File: config.mk
export PLATFORM = sky130hd
export DESIGN_NAME = link_frame_sorter
export DESIGN_NICKNAME = d
export VERILOG_FILES = /design/src/rtl/lfs_pkg.sv /design/src/rtl/lfs_addr_dec.sv /design/src/rtl/lfs_svc_match.sv /design/src/rtl/lfs_lc_hold.sv /design/src/rtl/link_frame_sorter.sv
export SDC_FILE = /design/constraint.sdc
export NUM_CORES = 1
export LEC_CHECK = 0
export BUFFER_PORTS_ARGS = -buffer_cell sky130_fd_sc_hd__buf_2
export CAP_MARGIN = 20
export CORE_AREA = 2 2 42 44
export DETAILED_ROUTE_END_ITERATION = 16
export DIE_AREA = 0 0 44 46
export PLACE_DENSITY = 0.81
export SLEW_MARGIN = 30
export SYNTH_ARGS = -nofsm -noshare
export SYNTH_HDL_FRONTEND = slang
export SYNTH_HIERARCHICAL = 1
export SYNTH_SLANG_ARGS = --single-unit
File: constraint.sdc
create_clock -name clk -period 5.15 [get_ports clk]
set_clock_uncertainty 0.05 [all_clocks]
set_input_delay 0.7725 -clock clk [delete_from_list [all_inputs] [get_ports clk]]
set_output_delay 0.7725 -clock clk [all_outputs]
set_load 0.02 [all_outputs]
File: src/rtl/lfs_pkg.sv
package lfs_pkg;

    localparam int unsigned ADDR_W  = 8;
    localparam int unsigned CTL_W   = 4;
    localparam int unsigned BUS_W   = 2;
    localparam int unsigned HOUSE_W = 5;
    localparam int unsigned N_SVC   = 3;

    // service frame slots, order used by the match vector
    localparam int unsigned SVC_SA = 0;
    localparam int unsigned SVC_LC = 1;
    localparam int unsigned SVC_LI = 2;

    typedef struct packed {
        logic               data;
        logic               pass;
        logic [BUS_W-1:0]   bus;
        logic               sa;
        logic               lc;
        logic               li;
        logic               bad;
    } verdict_t;

    localparam verdict_t VERDICT_IDLE = '{default: '0};

endpackage

File: src/rtl/lfs_addr_dec.sv
module lfs_addr_dec
    import lfs_pkg::*;
#(
    parameter int unsigned LOC_MAX = 'h18,
    parameter int unsigned SPS_LO  = 'h19,
    parameter int unsigned SPS_HI  = 'h1F
) (
    input  logic [ADDR_W-1:0] addr_i,
    output logic              data_o,
    output logic [BUS_W-1:0]  bus_o
);

    localparam int unsigned LOC_W = ADDR_W - BUS_W;
    localparam logic [LOC_W-1:0] LOC_MAX_C = LOC_W'(LOC_MAX);
    localparam logic [LOC_W-1:0] SPS_LO_C  = LOC_W'(SPS_LO);
    localparam logic [LOC_W-1:0] SPS_HI_C  = LOC_W'(SPS_HI);

    logic [BUS_W-1:0] bus_f;
    logic [LOC_W-1:0] loc_f;
    logic             spec_sel;
    logic             bus_ok;
    logic             spec_ok;

    always_comb begin
        bus_f    = addr_i[ADDR_W-1 -: BUS_W];
        loc_f    = addr_i[LOC_W-1:0];
        spec_sel = &bus_f;
        bus_ok   = !spec_sel && (loc_f <= LOC_MAX_C);
        spec_ok  = spec_sel && (loc_f >= SPS_LO_C) && (loc_f <= SPS_HI_C);
        data_o   = bus_ok || spec_ok;
        bus_o    = data_o ? bus_f : '0;
    end

endmodule

File: src/rtl/lfs_svc_match.sv
module lfs_svc_match
    import lfs_pkg::*;
#(
    parameter logic [ADDR_W-1:0] SA_ADDR = 8'hFA,
    parameter logic [CTL_W-1:0]  SA_CTL  = 4'b1010,
    parameter logic [ADDR_W-1:0] LC_ADDR = 8'hFC,
    parameter logic [CTL_W-1:0]  LC_CTL  = 4'b1100,
    parameter logic [ADDR_W-1:0] LI_ADDR = 8'hFE,
    parameter logic [CTL_W-1:0]  LI_CTL  = 4'b1110
) (
    input  logic [ADDR_W-1:0] addr_i,
    input  logic [CTL_W-1:0]  ctl_i,
    output logic [N_SVC-1:0]  hit_o
);

    localparam logic [ADDR_W-1:0] SVC_ADDR [N_SVC] = '{SA_ADDR, LC_ADDR, LI_ADDR};
    localparam logic [CTL_W-1:0]  SVC_CTL  [N_SVC] = '{SA_CTL, LC_CTL, LI_CTL};

    // address and control pattern must both agree
    for (genvar g = 0; g < N_SVC; g++) begin : g_svc
        assign hit_o[g] = (addr_i == SVC_ADDR[g]) && (ctl_i == SVC_CTL[g]);
    end

endmodule

File: src/rtl/lfs_lc_hold.sv
module lfs_lc_hold #(
    parameter int unsigned HOLD_CYC = 8
) (
    input  logic clk,
    input  logic rst_n,
    input  logic load_i,
    output logic held_o
);

    localparam int unsigned CNT_W = $clog2(HOLD_CYC + 1);
    localparam logic [CNT_W-1:0] CNT_INIT = CNT_W'(HOLD_CYC);

    typedef struct packed {
        logic [CNT_W-1:0] cnt;
    } hold_st_t;

    hold_st_t st_d, st_q;

    always_comb begin
        st_d = st_q;
        if (load_i) begin
            st_d.cnt = CNT_INIT;
        end else if (st_q.cnt != '0) begin
            st_d.cnt = st_q.cnt - 1'b1;
        end
    end

    always_ff @(posedge clk or negedge rst_n) begin
        if (!rst_n) st_q <= '{default: '0};
        else        st_q <= st_d;
    end

    assign held_o = (st_q.cnt != '0);

    // window counts down one per cycle until reloaded
    a_r7_hold_countdown: assert property (@(posedge clk) disable iff (!rst_n)
        (held_o && !load_i) |=> (st_q.cnt == $past(st_q.cnt) - 1'b1));

    // a load always opens the full window
    a_r7_hold_load: assert property (@(posedge clk) disable iff (!rst_n)
        load_i |=> (st_q.cnt == CNT_INIT));

endmodule

File: src/rtl/link_frame_sorter.sv
module link_frame_sorter
    import lfs_pkg::*;
#(
    parameter int unsigned HOLD_CYC = 8
) (
    input  logic               clk,
    input  logic               rst_n,
    input  logic               fr_stb,
    input  logic [ADDR_W-1:0]  fr_addr,
    input  logic [CTL_W-1:0]   fr_ctl,
    input  logic               fr_chk_ok,
    input  logic [HOUSE_W-1:0] house_num,
    output logic               data_p,
    output logic               pass_p,
    output logic [BUS_W-1:0]   bus_o,
    output logic               sa_p,
    output logic               lc_p,
    output logic               li_p,
    output logic               bad_p,
    output logic               lc_held_o
);

    logic             is_data;
    logic [BUS_W-1:0] data_bus;
    logic [N_SVC-1:0] svc_hit;
    logic             held;

    verdict_t vd_d, vd_q;

    lfs_addr_dec u_addr_dec (
        .addr_i (fr_addr),
        .data_o (is_data),
        .bus_o  (data_bus)
    );

    lfs_svc_match u_svc_match (
        .addr_i (fr_addr),
        .ctl_i  (fr_ctl),
        .hit_o  (svc_hit)
    );

    lfs_lc_hold #(
        .HOLD_CYC (HOLD_CYC)
    ) u_lc_hold (
        .clk    (clk),
        .rst_n  (rst_n),
        .load_i (vd_d.lc),
        .held_o (held)
    );

    always_comb begin
        vd_d = VERDICT_IDLE;
        if (fr_stb && !held) begin
            if (!fr_chk_ok) begin
                vd_d.bad = 1'b1;
            end else if (is_data) begin
                vd_d.data = 1'b1;
                vd_d.bus  = data_bus;
                vd_d.pass = (fr_addr[HOUSE_W-1:0] == house_num);
            end else if (svc_hit[SVC_SA]) begin
                vd_d.sa = 1'b1;
            end else if (svc_hit[SVC_LC]) begin
                vd_d.lc = 1'b1;
            end else if (svc_hit[SVC_LI]) begin
                vd_d.li = 1'b1;
            end else begin
                vd_d.bad = 1'b1;
            end
        end
    end

    always_ff @(posedge clk or negedge rst_n) begin
        if (!rst_n) vd_q <= VERDICT_IDLE;
        else        vd_q <= vd_d;
    end

    assign data_p    = vd_q.data;
    assign pass_p    = vd_q.pass;
    assign bus_o     = vd_q.bus;
    assign sa_p      = vd_q.sa;
    assign lc_p      = vd_q.lc;
    assign li_p      = vd_q.li;
    assign bad_p     = vd_q.bad;
    assign lc_held_o = held;

    // one verdict kind per cycle at most
    a_r11_single_kind: assert property (@(posedge clk) disable iff (!rst_n)
        $onehot0({data_p, sa_p, lc_p, li_p, bad_p}));

    // bus select idles at zero outside data pulses
    a_r11_bus_idle: assert property (@(posedge clk) disable iff (!rst_n)
        !data_p |-> (bus_o == '0));

    // pass only rides on a data pulse
    a_r4_pass_needs_data: assert property (@(posedge clk) disable iff (!rst_n)
        pass_p |-> data_p);

    // link-clear pulse and hold window rise together
    a_r7_clear_arms_hold: assert property (@(posedge clk) disable iff (!rst_n)
        lc_p |-> lc_held_o);

    // a failed check yields a bad-frame pulse
    a_r8_fail_is_bad: assert property (@(posedge clk) disable iff (!rst_n)
        (fr_stb && !lc_held_o && !fr_chk_ok) |=> bad_p);

    // strobes inside the hold window are dropped
    a_r10_quiet_when_held: assert property (@(posedge clk) disable iff (!rst_n)
        (fr_stb && lc_held_o) |=> !(data_p || sa_p || lc_p || li_p || bad_p));

endmodule

# After elaboration in Yosys (flattened, before gate mapping)
# Index checks and enable logic that the tools add are counted.
dict set report totals {
  word_cells 45
  in_bits 21
  reg_bits 12
}
dict set report op_classes {
  n_reduce_logical 13
  n_addsub 1
  muxes 13
  n_lt_le_gt_ge 3
  eq_ne 7
}
# op count
set ops {}
lappend ops {{8-bit equality test, second input constant} 3}
lappend ops {{4-bit 2-to-1 mux} 4}
lappend ops {{4-bit equality test, second input constant} 3}
lappend ops {{6-bit by 5-bit less-or-equal comparator with 1-bit output, second input constant} 2}
lappend ops {{8-bit 2-to-1 mux} 1}
lappend ops {{1-bit logical AND} 7}
lappend ops {{7-bit 2-to-1 mux} 1}
lappend ops {{6-bit by 5-bit >= comparator with 1-bit output, second input constant} 1}
lappend ops {{5-bit equality test} 1}
lappend ops {{1-bit 2-to-1 mux} 5}
lappend ops {{4-bit nonzero test} 1}
lappend ops {{4-bit by 1-bit subtractor with 4-bit output, second input constant} 1}
lappend ops {{3-bit 2-to-1 mux} 1}
lappend ops {{1-bit logical NOT} 2}
lappend ops {{2-bit 2-to-1 mux} 1}
lappend ops {{2-bit AND reduction} 1}
lappend ops {{2-bit nonzero test} 1}
lappend ops {{1-bit logical OR} 1}

# Depth between registers and ports, before layout
# Gate-level depths: netlist of run 1.
dict set report depth {
  ltp_word 9
  mapped_depth 7
  mapped_depth_nobuf 7
}

# By module
# The synthesis of run 1 kept the hierarchy.
# module seq_area_each_um2 area_each_um2 instances cells_per_inst
set by_module_without_submodules {}
lappend by_module_without_submodules {link_frame_sorter 200.2 342.8 1 25}
lappend by_module_without_submodules {lfs_lc_hold 100.1 217.7 1 20}
lappend by_module_without_submodules {lfs_addr_dec 0.0 87.6 1 12}
lappend by_module_without_submodules {lfs_svc_match 0.0 62.6 1 8}

# Worst setup path after synthesis of run 1
# OpenSTA, ideal clock, no wires.
dict set report synth_path {
  path_type {input -> register}
  start {input port fr_addr[0]}
  end {register u_lc_hold/st_q[0] (netlist name)}
  required_time_ns 4.975
  setup_time_ns 0.125
  path_buffers 0
  setup_slack_ns 2.694
  arrival_ns 2.281
  cell_stages 5
  cell_sequence {or4_1 > nor3_2 > nor3b_1 > nor2b_1 > mux2_4}
}
# item line_no
set synth_rtl {}
lappend synth_rtl {{start, declared} link_frame_sorter.sv:9} ;# input logic [ADDR_W-1:0] fr_addr,
lappend synth_rtl {{end signal, assigned} lfs_lc_hold.sv:30} ;# else st_q <= st_d;
lappend synth_rtl {{end, declared} lfs_lc_hold.sv:17} ;# hold_st_t st_d, st_q;

==> out/summary.txt, run 1 <==
share of layout cells above drive strength 1: 0.4184
drt wl/cell: 11.99 um
CP Buf/Inv Count: 1
pwr/cell area: 336.9 nW/um^2
H-tree levels: 1
sequential area share after synthesis: 0.4225
Critical Path AT: 2.67 ns
CTS Hold Bufs: 0
fin area: 913.4 um^2
Initial DRT Pass Iterations: 4
CTS Buffer Depth: 2
Die H: 46 um
DR DRC count: 0
worst slew pin tran: 0.6276 ns
WP data required: 5.25 ns
Critical Path End Type: flop
DR iter-0 viols: 10
initial core utilization: 0.4403
CP Max Fanout: 6
global-route wire length before repair: 2270 um
vias in the first global route: 547
Cells after Synth: 65
Hold Path Class: in -> async
Reg clk slew, reported paths: 0.07 ns
clk sinks: 12
WL final: 1379 um
Skew-Pair Late Insertion Delay: 0.26 ns
Worst Reg2Reg Path Length in Cells: 7
fin crit share: 0.5007
crit-path leading delay family: simple AND/OR/NAND/NOR gates
Layout Nets: 121
via/cell ratio: 5.409
Slew HR: 0.5807
r2r startpoint: u_lc_hold/st_q[0]$_DFFE_PN0P_
final-report hold violation count: 0
filler cell count: 146
distinct cell type count after synthesis: 33
#FFs+latches synth: 12
CTS root buf: clkbuf_4
Remaining Overflow, GRT: 0
Post-CTS Resized: 0
initial antenna violation count: 0
Vias: 622
final slew viol count: 0
R2R setup slack: 2.59 ns
post-synth net total: 87
Placed Area: 877.1 um^2
gr usage total: 0.1547
Worst setup SP type: input pin
Setup Total Neg Slack: 0 ns
number of I/O pins: 30
unrepaired setup endpoints after global routing: no
most frequent cells in the layout: buf_2, dfrtp_1
dpl hpwl: 1173 um
Core Box Area: 1614 um^2
Ys Warns: 6
Worst VDD drop: 0.0001004 V
Final Critical Period: 2.579 ns
ant diodes: 0
CP peak stage delay: 0.59 ns
Area contributors post-synth: dfrtp_1, nand4bb_1, xor2_1, nor3b_1, nand3b_4
FMAX: 387.8 MHz
synthesized area per cell: 10.93 um^2
die area: 2024 um^2
GP Congestion: 0.7629
TritonCTS clock tree: built
crit path kind: in -> reg
Core Rows: 15
leakage dissipation: 0.4546 nW
die width: 44 um
largest net degree at the start of global routing: 13
Area growth syn-to-layout: 28.52%
DRT antenna net count: 0
FF-to-FF End: u_lc_hold/st_q[0]$_DFFE_PN0P_
share of the synthesized area in the top cell type: 0.4225
Synth Cell Area: 710.7 um^2
CTS Buf Count: 3
max_cap viols: 0
sequence of cells on the critical path: buf_2 > nor3_2 > or3_4 > a21oi_1 > nand4bb_1 > nor3b_1 > nor2b_1 > mux2_4
Port Buffers: 29
Post-CTS Setup Inserts: 0
endpoints failing setup: 0
commonest non-fill, non-tap cell in the layout: buf_2
largest area contributor in the netlist: dfrtp_1
status: complete, no violations
Slowest cell on crit path: nor3b_1
## final cells by class
cell class	count	area [um^2]	share of cell area
Multi-Input combinational cell	50	399.1	0.4370
Sequential cell	12	300.3	0.3288
Timing Repair Buffer	29	145.1	0.1589
Clock buffer	4	36.28	0.03973
Tap cell	17	21.27	0.02329
Inverter	3	11.26	0.01233
## cells by family after synthesis
logic type,synth area share
AO/OA/AOI/OAI,0.08275
XOR/XNOR,0.06163
adder cells (fa/ha/maj),0.01760
buffers and inverters,0.01584
flip-flops,0.4225
multiplexers,0.02112
AND/OR/NAND/NOR,0.3785
## routing by layer
metal,up-vias,wire (um),track usage
met1,280,594,0.1829
met2,29,682,0.2706
met4,0,12,0.07273
met3,2,89,0.02778
met5,-,0,0
li1,311,-,-
## power by group
group	leakage [nW]	internal, mW	switching (mW)
Sequential	0.160	0.112	0.0190
Combinational	0.273	0.0585	0.0489
Clock	0.0210	0.0428	0.0268
## worst max path at each step
stage / start / end / slack (ns) / cells past startpoint
finish: fr_addr[2] / u_lc_hold/st_q[0]$_DFFE_PN0P_ / 2.57 / 8
global route: u_lc_hold/st_q[0]$_DFFE_PN0P_ / u_lc_hold/st_q[0]$_DFFE_PN0P_ / 2.48 / 7
CTS: fr_addr[2] / u_lc_hold/st_q[0]$_DFFE_PN0P_ / 2.60 / 8
detailed placement: fr_addr[2] / u_lc_hold/st_q[0]$_DFFE_PN0P_ / 2.33 / 8
global placement: fr_addr[2] / u_lc_hold/st_q[0]$_DFFE_PN0P_ / 2.40 / 8
floorplan: fr_addr[0] / u_lc_hold/st_q[0]$_DFFE_PN0P_ / 2.69 / 5
## synthesized netlist by cell type
cell type / n
a211o_1: 1
a211oi_1: 1
a21oi_1: 2
and2_1: 2
and3b_1: 1
and4b_1: 1
dfrtp_1: 12
ha_1: 1
inv_1: 3
mux2_4: 1
nand2_1: 3
nand2b_1: 1
nand3_1: 1
nand3b_1: 1
nand3b_4: 1
nand4_1: 2
nand4bb_1: 3
nor2_1: 3
nor2b_1: 1
nor3_1: 3
nor3_2: 2
nor3b_1: 3
nor4_2: 1
nor4b_1: 1
nor4b_2: 1
o21ai_0: 3
o31a_1: 1
o41ai_1: 1
or3_4: 1
or3b_4: 1
or4_1: 1
xnor2_1: 2
xor2_1: 3
## state kept, by name, indices dropped and copies added (netlist names)
| name | flops |
|---|---|
| u_lc_hold/st_q | 4 |
| bus_o | 2 |
| li_p | 1 |
| lc_p | 1 |
| data_p | 1 |
| sa_p | 1 |
| pass_p | 1 |
| bad_p | 1 |
## stage by stage
step,util,setup WS (ns),power (mW),std cells,hold slack [ns]
detailed placement,0.5434,2.328,0.2409,111,0.5567
finish,0.5659,2.571,0.3077,115,0.3203
floorplan,-,2.694,0.2066,65,0.4269
CTS,0.5659,2.605,0.3113,115,0.3228
global route,0.5659,2.481,0.3314,115,0.3145
global placement,0.5434,2.396,0.2358,111,0.5473
(Power assumes the default switching activity.)
==> inputs of run 2 (changes only) <==
Settings changed: ABC_AREA from default to 1, CORE_AREA 2 2 42 44 to 2 2 44 46, DIE_AREA 0 0 44 46 to 0 0 46 48, PLACE_DENSITY 0.81 to 0.79.
Clock period 5.15 ns to 2.53 ns, I/O delays scaled along.
==> run 2 against run 1 <==
Critical path depth increased by 1. Combinational power increased by 140%. Clock-buffer cell count unchanged. Sequential share of layout area decreased by 2.7 points. Register-to-register slack got worse by 1.9 ns. Critical endpoint is now u_lc_hold/st_q[1]$_DFFE_PN0P_.
==> out/summary.txt, run 2 <==
DR DRC count: 0
pwr/cell area: 658.7 nW/um^2
number of I/O pins: 30
#FFs+latches synth: 12
worst slew pin tran: 0.2706 ns
TritonCTS clock tree: built
Slew HR: 0.8182
Area growth syn-to-layout: 27.20%
crit path kind: reg -> reg
ant diodes: 0
met2 Track Usage GR: 0.3222
Skew-Pair Late Insertion Delay: 0.26 ns
Ys Warns: 6
global-route wire length before repair: 2601 um
endpoints failing setup: 0
Worst setup SP type: flop
multi-input logic area: 357.8 um^2
final slew viol count: 0
DR iter-0 viols: 0
final-report hold violation count: 0
synth cell count leaders: inv_1, nand2_1, nor2_1
initial antenna violation count: 0
Cells after Synth: 118
CTS root buf: clkbuf_4
largest reg by FF count: u_lc_hold/st_q
M3 GR Usage: 0.02264
fin area: 994.7 um^2
r2r startpoint: u_lc_hold/st_q[0]$_DFFE_PN0P_
Port Buffers: 29
filler cell count: 169
Initial DRT Pass Iterations: 1
unrepaired setup endpoints after global routing: no
post-synth net total: 140
dpl hpwl: 1294 um
share of layout cells above drive strength 1: 0.3092
register share of total power: 0.389
Area contributors post-synth: dfrtp_1, inv_1, nand2_1, nor2_1, nor2_2
clk sinks: 12
Final WS setup: 0.7101 ns
initial core utilization: 0.4630
drt wl/cell: 8.704 um
max_cap viols: 0
Post-synth EDFFs: 0
Critical Path End Type: flop
Hold Path Class: in -> reg
clock power share: 0.222
distinct cell type count after synthesis: 18
max reg flops: 4
CTS Buffer Depth: 2
gr usage total: 0.1680
sequential area share after synthesis: 0.3840
top_reg_cell synth: dfrtp_1
Core Rows: 15
Die H: 48 um
DRT antenna net count: 0
Setup Total Neg Slack: 0 ns
Post-CTS Resized: 0
Pint: 0.4162 mW
CP Max Fanout: 6
Setup crit start: u_lc_hold/st_q[0]$_DFFE_PN0P_
Final Critical Period: 1.820 ns
hold_sp: fr_chk_ok
largest net degree at the start of global routing: 13
Vias: 765
vias in the first global route: 696
Remaining Overflow, GRT: 0
H-tree levels: 1
Reg clk slew, reported paths: 0.07 ns
GP Congestion: 0.7366
power share of the combinational group: 0.389
CTS Buf Count: 3
via/cell ratio: 4.527
register area: 300.3 um^2
status: complete, no violations
fin crit share: 0.7193
Async SR Flop Fraction: 1.000
FMAX: 549.5 MHz
Core Box Area: 1689 um^2
most frequent cells in the layout: nand2_1, inv_1, buf_2
Critical Path AT: 1.93 ns
die width: 46 um
Switch Pwr: 0.2391 mW
GR peak layer: met2
largest area contributor in the netlist: dfrtp_1
Worst VDD drop: 0.0002838 V
WL final: 1471 um
met1 Use GR: 0.1705
R2R setup slack: 0.71 ns
pre-CTS setup slack: 0.6908 ns
synthesized area per cell: 6.627 um^2
Synth Cell Area: 782.0 um^2
Layout Nets: 175
Hold WS: 0.3033 ns
leakage dissipation: 0.6124 nW
share of the synthesized area in the top cell type: 0.3840
Placed Area: 948.4 um^2
Post-CTS Setup Inserts: 0
WP data required: 2.64 ns
die area: 2208 um^2
Sw Share: 0.3648
==> run 2: worst paths after layout <==
path                                                      end  cells after the start
worst max-delay path            u_lc_hold/st_q[1]$_DFFE_PN0P_                      9
worst min-delay path                          bad_p$_DFF_PN0_                      2
worst max register to register  u_lc_hold/st_q[1]$_DFFE_PN0P_                      9
worst min register to register  u_lc_hold/st_q[3]$_DFFE_PN0P_                      2
max in group asynchronous                    data_p$_DFF_PN0_                      2
min in group asynchronous       u_lc_hold/st_q[1]$_DFFE_PN0P_                      2
==> run 2: kinds of logic after synthesis <==
logic type               after synthesis  share of synthesized area
AND/OR/NAND/NOR                       69                     0.4112
buffers and inverters                 33                     0.1584
flip-flops                            12                     0.3840
XOR/XNOR                               2                    0.02240
AO/OA/AOI/OAI                          1                   0.008005
adder cells (fa/ha/maj)                1                    0.01600
==> run 2: power by group through the flow <==
stage,combinational [mW],clock [mW],sequential [mW]
after floorplan,0.184,0,0.259
after CTS,0.260,0.153,0.255
after global routing,0.297,0.163,0.258
after global placement,0.248,0,0.256
after detailed placement,0.258,0,0.259
final,0.255,0.145,0.255
==> run 2: routing by layer <==
metal / routed length (um) / part of all wire / up-vias
met2: 794 / 0.54 / 27
li1: - / - / 413
met1: 573 / 0.39 / 325
met4: 0 / 0 / 0
met5: 0 / 0 / -
met3: 103 / 0.070 / 0
==> run 2: cell type report <==
| type | instances | area share |
|---|---|---|
| multi-input combinational | 73 | 0.3597 |
| sequential | 12 | 0.3019 |
| timing repair buffer | 30 | 0.1560 |
| inverter | 33 | 0.1245 |
| clock buffer | 4 | 0.03648 |
| tap | 17 | 0.02138 |
==> run 2: per-stage QoR <==
step,cells,power [mW],utilization
final,169,0.6552,0.5889
after global routing,169,0.7171,0.5889
after CTS,169,0.6677,0.5889
after detailed placement,164,0.5173,0.5615
after global placement,164,0.5045,0.5615
after floorplan,118,0.4432,-
==> run 2: repair_timing <==
item                       CTS  global route
setup endpoints to repair    0             0
hold buffers                 1             0
hold endpoints to repair    12             0
==> run 2: critical path, cell delays in order (launching register included) <==
cell,delay (ns)
dfrtp_1,0.40
inv_1,0.08
ha_1,0.21
nand3_2,0.16
nor2_4,0.18
nand3_1,0.12
nor3_1,0.24
inv_2,0.10
nand4_1,0.11
nand2_1,0.05
==> inputs of run 3 (changes only) <==
Settings changed: ABC_AREA 1 to 0, CORE_AREA 2 2 44 46 to 2 2 43 45, DIE_AREA 0 0 46 48 to 0 0 45 47, PLACE_DENSITY 0.79 to 0.78.
Clock period 2.53 ns to 1.8 ns, I/O delays scaled along.
==> run 3 against run 2 <==
The run now ends with negative setup slack left. Global-route usage up 2.8 points. Power rose by 79%. Sequential power is 38% higher. Cell count shrank 14%. Register-to-register slack worse by 0.92 ns. Sequential share of layout area shrank 5.6 points. Design area rose by 23%. Core utilization rose by 15 points. Flip-flop and latch count is the same. Critical path depth decreased by 2.
==> out/summary.txt, run 3 (synthesized netlist as in run 1, its figures left out) <==
DRT antenna net count: 0
Slew HR: 0.7326
Placed Area: 1065 um^2
pwr/cell area: 960.6 nW/um^2
Setup Total Neg Slack: -1.006 ns
Core Box Area: 1652 um^2
Die H: 47 um
drt wl/cell: 13.39 um
TritonCTS clock tree: built
DR iter-0 viols: 4
final-report hold violation count: 0
filler cell count: 119
initial antenna violation count: 0
via/cell ratio: 5.199
max reg flops: 4
Final WS setup: -0.2139 ns
multi-input logic area: 451.7 um^2
commonest non-fill, non-tap cell in the layout: buf_2
R2R setup slack: -0.21 ns
Worst setup SP type: flop
Area growth syn-to-layout: 72.01%
Initial DRT Pass Iterations: 3
vias in the first global route: 703
fin crit share: 1.119
CP Max Fanout: 3
Worst Reg2Reg Path Length in Cells: 7
Core Rows: 15
Final Critical Period: 2.014 ns
Vias: 759
number of I/O pins: 30
CTS Buffer Depth: 2
CTS root buf: clkbuf_4
register area: 300.3 um^2
Hold WS: 0.2532 ns
WHS Path Cells: 4
leakage dissipation: 0.6187 nW
hold_sp: house_num[1]
Port Buffers: 29
DR DRC count: 0
WL final: 1955 um
failing checks: negative setup slack
largest reg by FF count: u_lc_hold/st_q
Reg clk slew, reported paths: 0.07 ns
Layout Nets: 152
endpoints failing setup: 8
status: finished with violations
Skew-Pair Late Insertion Delay: 0.27 ns
Critical Path End Type: flop
max_cap viols: 0
crit path kind: reg -> reg
most frequent cells in the layout: buf_2, buf_4, dfrtp_1
global-route wire length before repair: 2904 um
Hold EP: pass_p$_DFF_PN0_
WP data required: 1.91 ns
initial core utilization: 0.4303
Remaining Overflow, GRT: 0
GP Congestion: 0.8008
FF-to-FF End: u_lc_hold/st_q[0]$_DFFE_PN0P_
FMAX: 496.5 MHz
CTS Buf Count: 3
share of layout cells above drive strength 1: 0.6047
die area: 2115 um^2
Worst VDD drop: 0.0004010 V
fin area: 1222 um^2
r2r startpoint: u_lc_hold/st_q[0]$_DFFE_PN0P_
gr usage total: 0.1960
Hold Path Class: in -> reg
clk sinks: 12
H-tree levels: 1
dpl hpwl: 1430 um
largest net degree at the start of global routing: 13
die width: 45 um
Critical Path AT: 2.13 ns
unrepaired setup endpoints after global routing: yes
final slew viol count: 0
worst slew pin tran: 0.3981 ns
ant diodes: 0
-- run 3: what timing repair did --
item / 4_1_cts / 5_1_grt
buffers inserted: 3 / 7
pin swaps: 1 / 4
endpoints found under the hold margin: 12 / 0
setup endpoints to repair: 7 / 10
hold buffers: 1 / 0
gates resized for setup: 7 / 5
-- run 3: per-stage QoR --
step	utilization	power, mW	setup WS, ns	std cells
2_1_floorplan	-	0.6038	-0.2795	65
3_3_place_gp	0.6447	0.7817	-0.06491	132
3_5_place_dp	0.6447	0.8069	-0.1270	132
4_1_cts	0.7053	1.093	-0.1441	140
5_1_grt	0.7402	1.243	-0.2825	146
6_report	0.7402	1.174	-0.2139	146
-- run 3: worst max-delay path by stage --
stage | startpoint | end | slack, ns | cells past startpoint
floorplan | u_lc_hold/st_q[0]$_DFFE_PN0P_ | u_lc_hold/st_q[0]$_DFFE_PN0P_ | -0.28 | 7
global placement | u_lc_hold/st_q[1]$_DFFE_PN0P_ | u_lc_hold/st_q[0]$_DFFE_PN0P_ | -0.06 | 7
detailed placement | u_lc_hold/st_q[1]$_DFFE_PN0P_ | u_lc_hold/st_q[0]$_DFFE_PN0P_ | -0.13 | 7
CTS | u_lc_hold/st_q[1]$_DFFE_PN0P_ | u_lc_hold/st_q[0]$_DFFE_PN0P_ | -0.14 | 7
global route | u_lc_hold/st_q[0]$_DFFE_PN0P_ | u_lc_hold/st_q[0]$_DFFE_PN0P_ | -0.28 | 7
finish | u_lc_hold/st_q[0]$_DFFE_PN0P_ | u_lc_hold/st_q[0]$_DFFE_PN0P_ | -0.21 | 7
-- run 3: layout make-up --
class / count / area share
Timing Repair Buffer: 60 / 0.3286
Sequential cell: 12 / 0.2457
Multi-Input combinational cell: 50 / 0.3695
Clock buffer: 4 / 0.02968
Tap cell: 17 / 0.01740
Inverter: 3 / 0.009212
-- run 3: metal layers --
layer  GRT usage  vias up  part of all wire
li1            -      375                 -
met1      0.2000      344              0.38
met2      0.3857       32              0.53
met3     0.01154        8             0.050
met4      0.1235        0             0.040
met5           0        -                 0
-- run 3: worst max-delay path, cell delays in order (launching register included) --
cell and delay [ns]:
dfrtp_1 0.39, inv_1 0.06, ha_2 0.18, or3b_4 0.40, nand4bb_4 0.22, nor3b_4 0.23, nor2b_1 0.09, mux2_4 0.28
-- run 3: report_power, final --
| group | internal (mW) | total (mW) | switching, mW |
|---|---|---|---|
| Sequential | 0.319 | 0.351 | 0.0323 |
| Clock | 0.123 | 0.212 | 0.0886 |
| Combinational | 0.369 | 0.611 | 0.242 |
| Total | 0.811 | 1.17 | 0.363 |
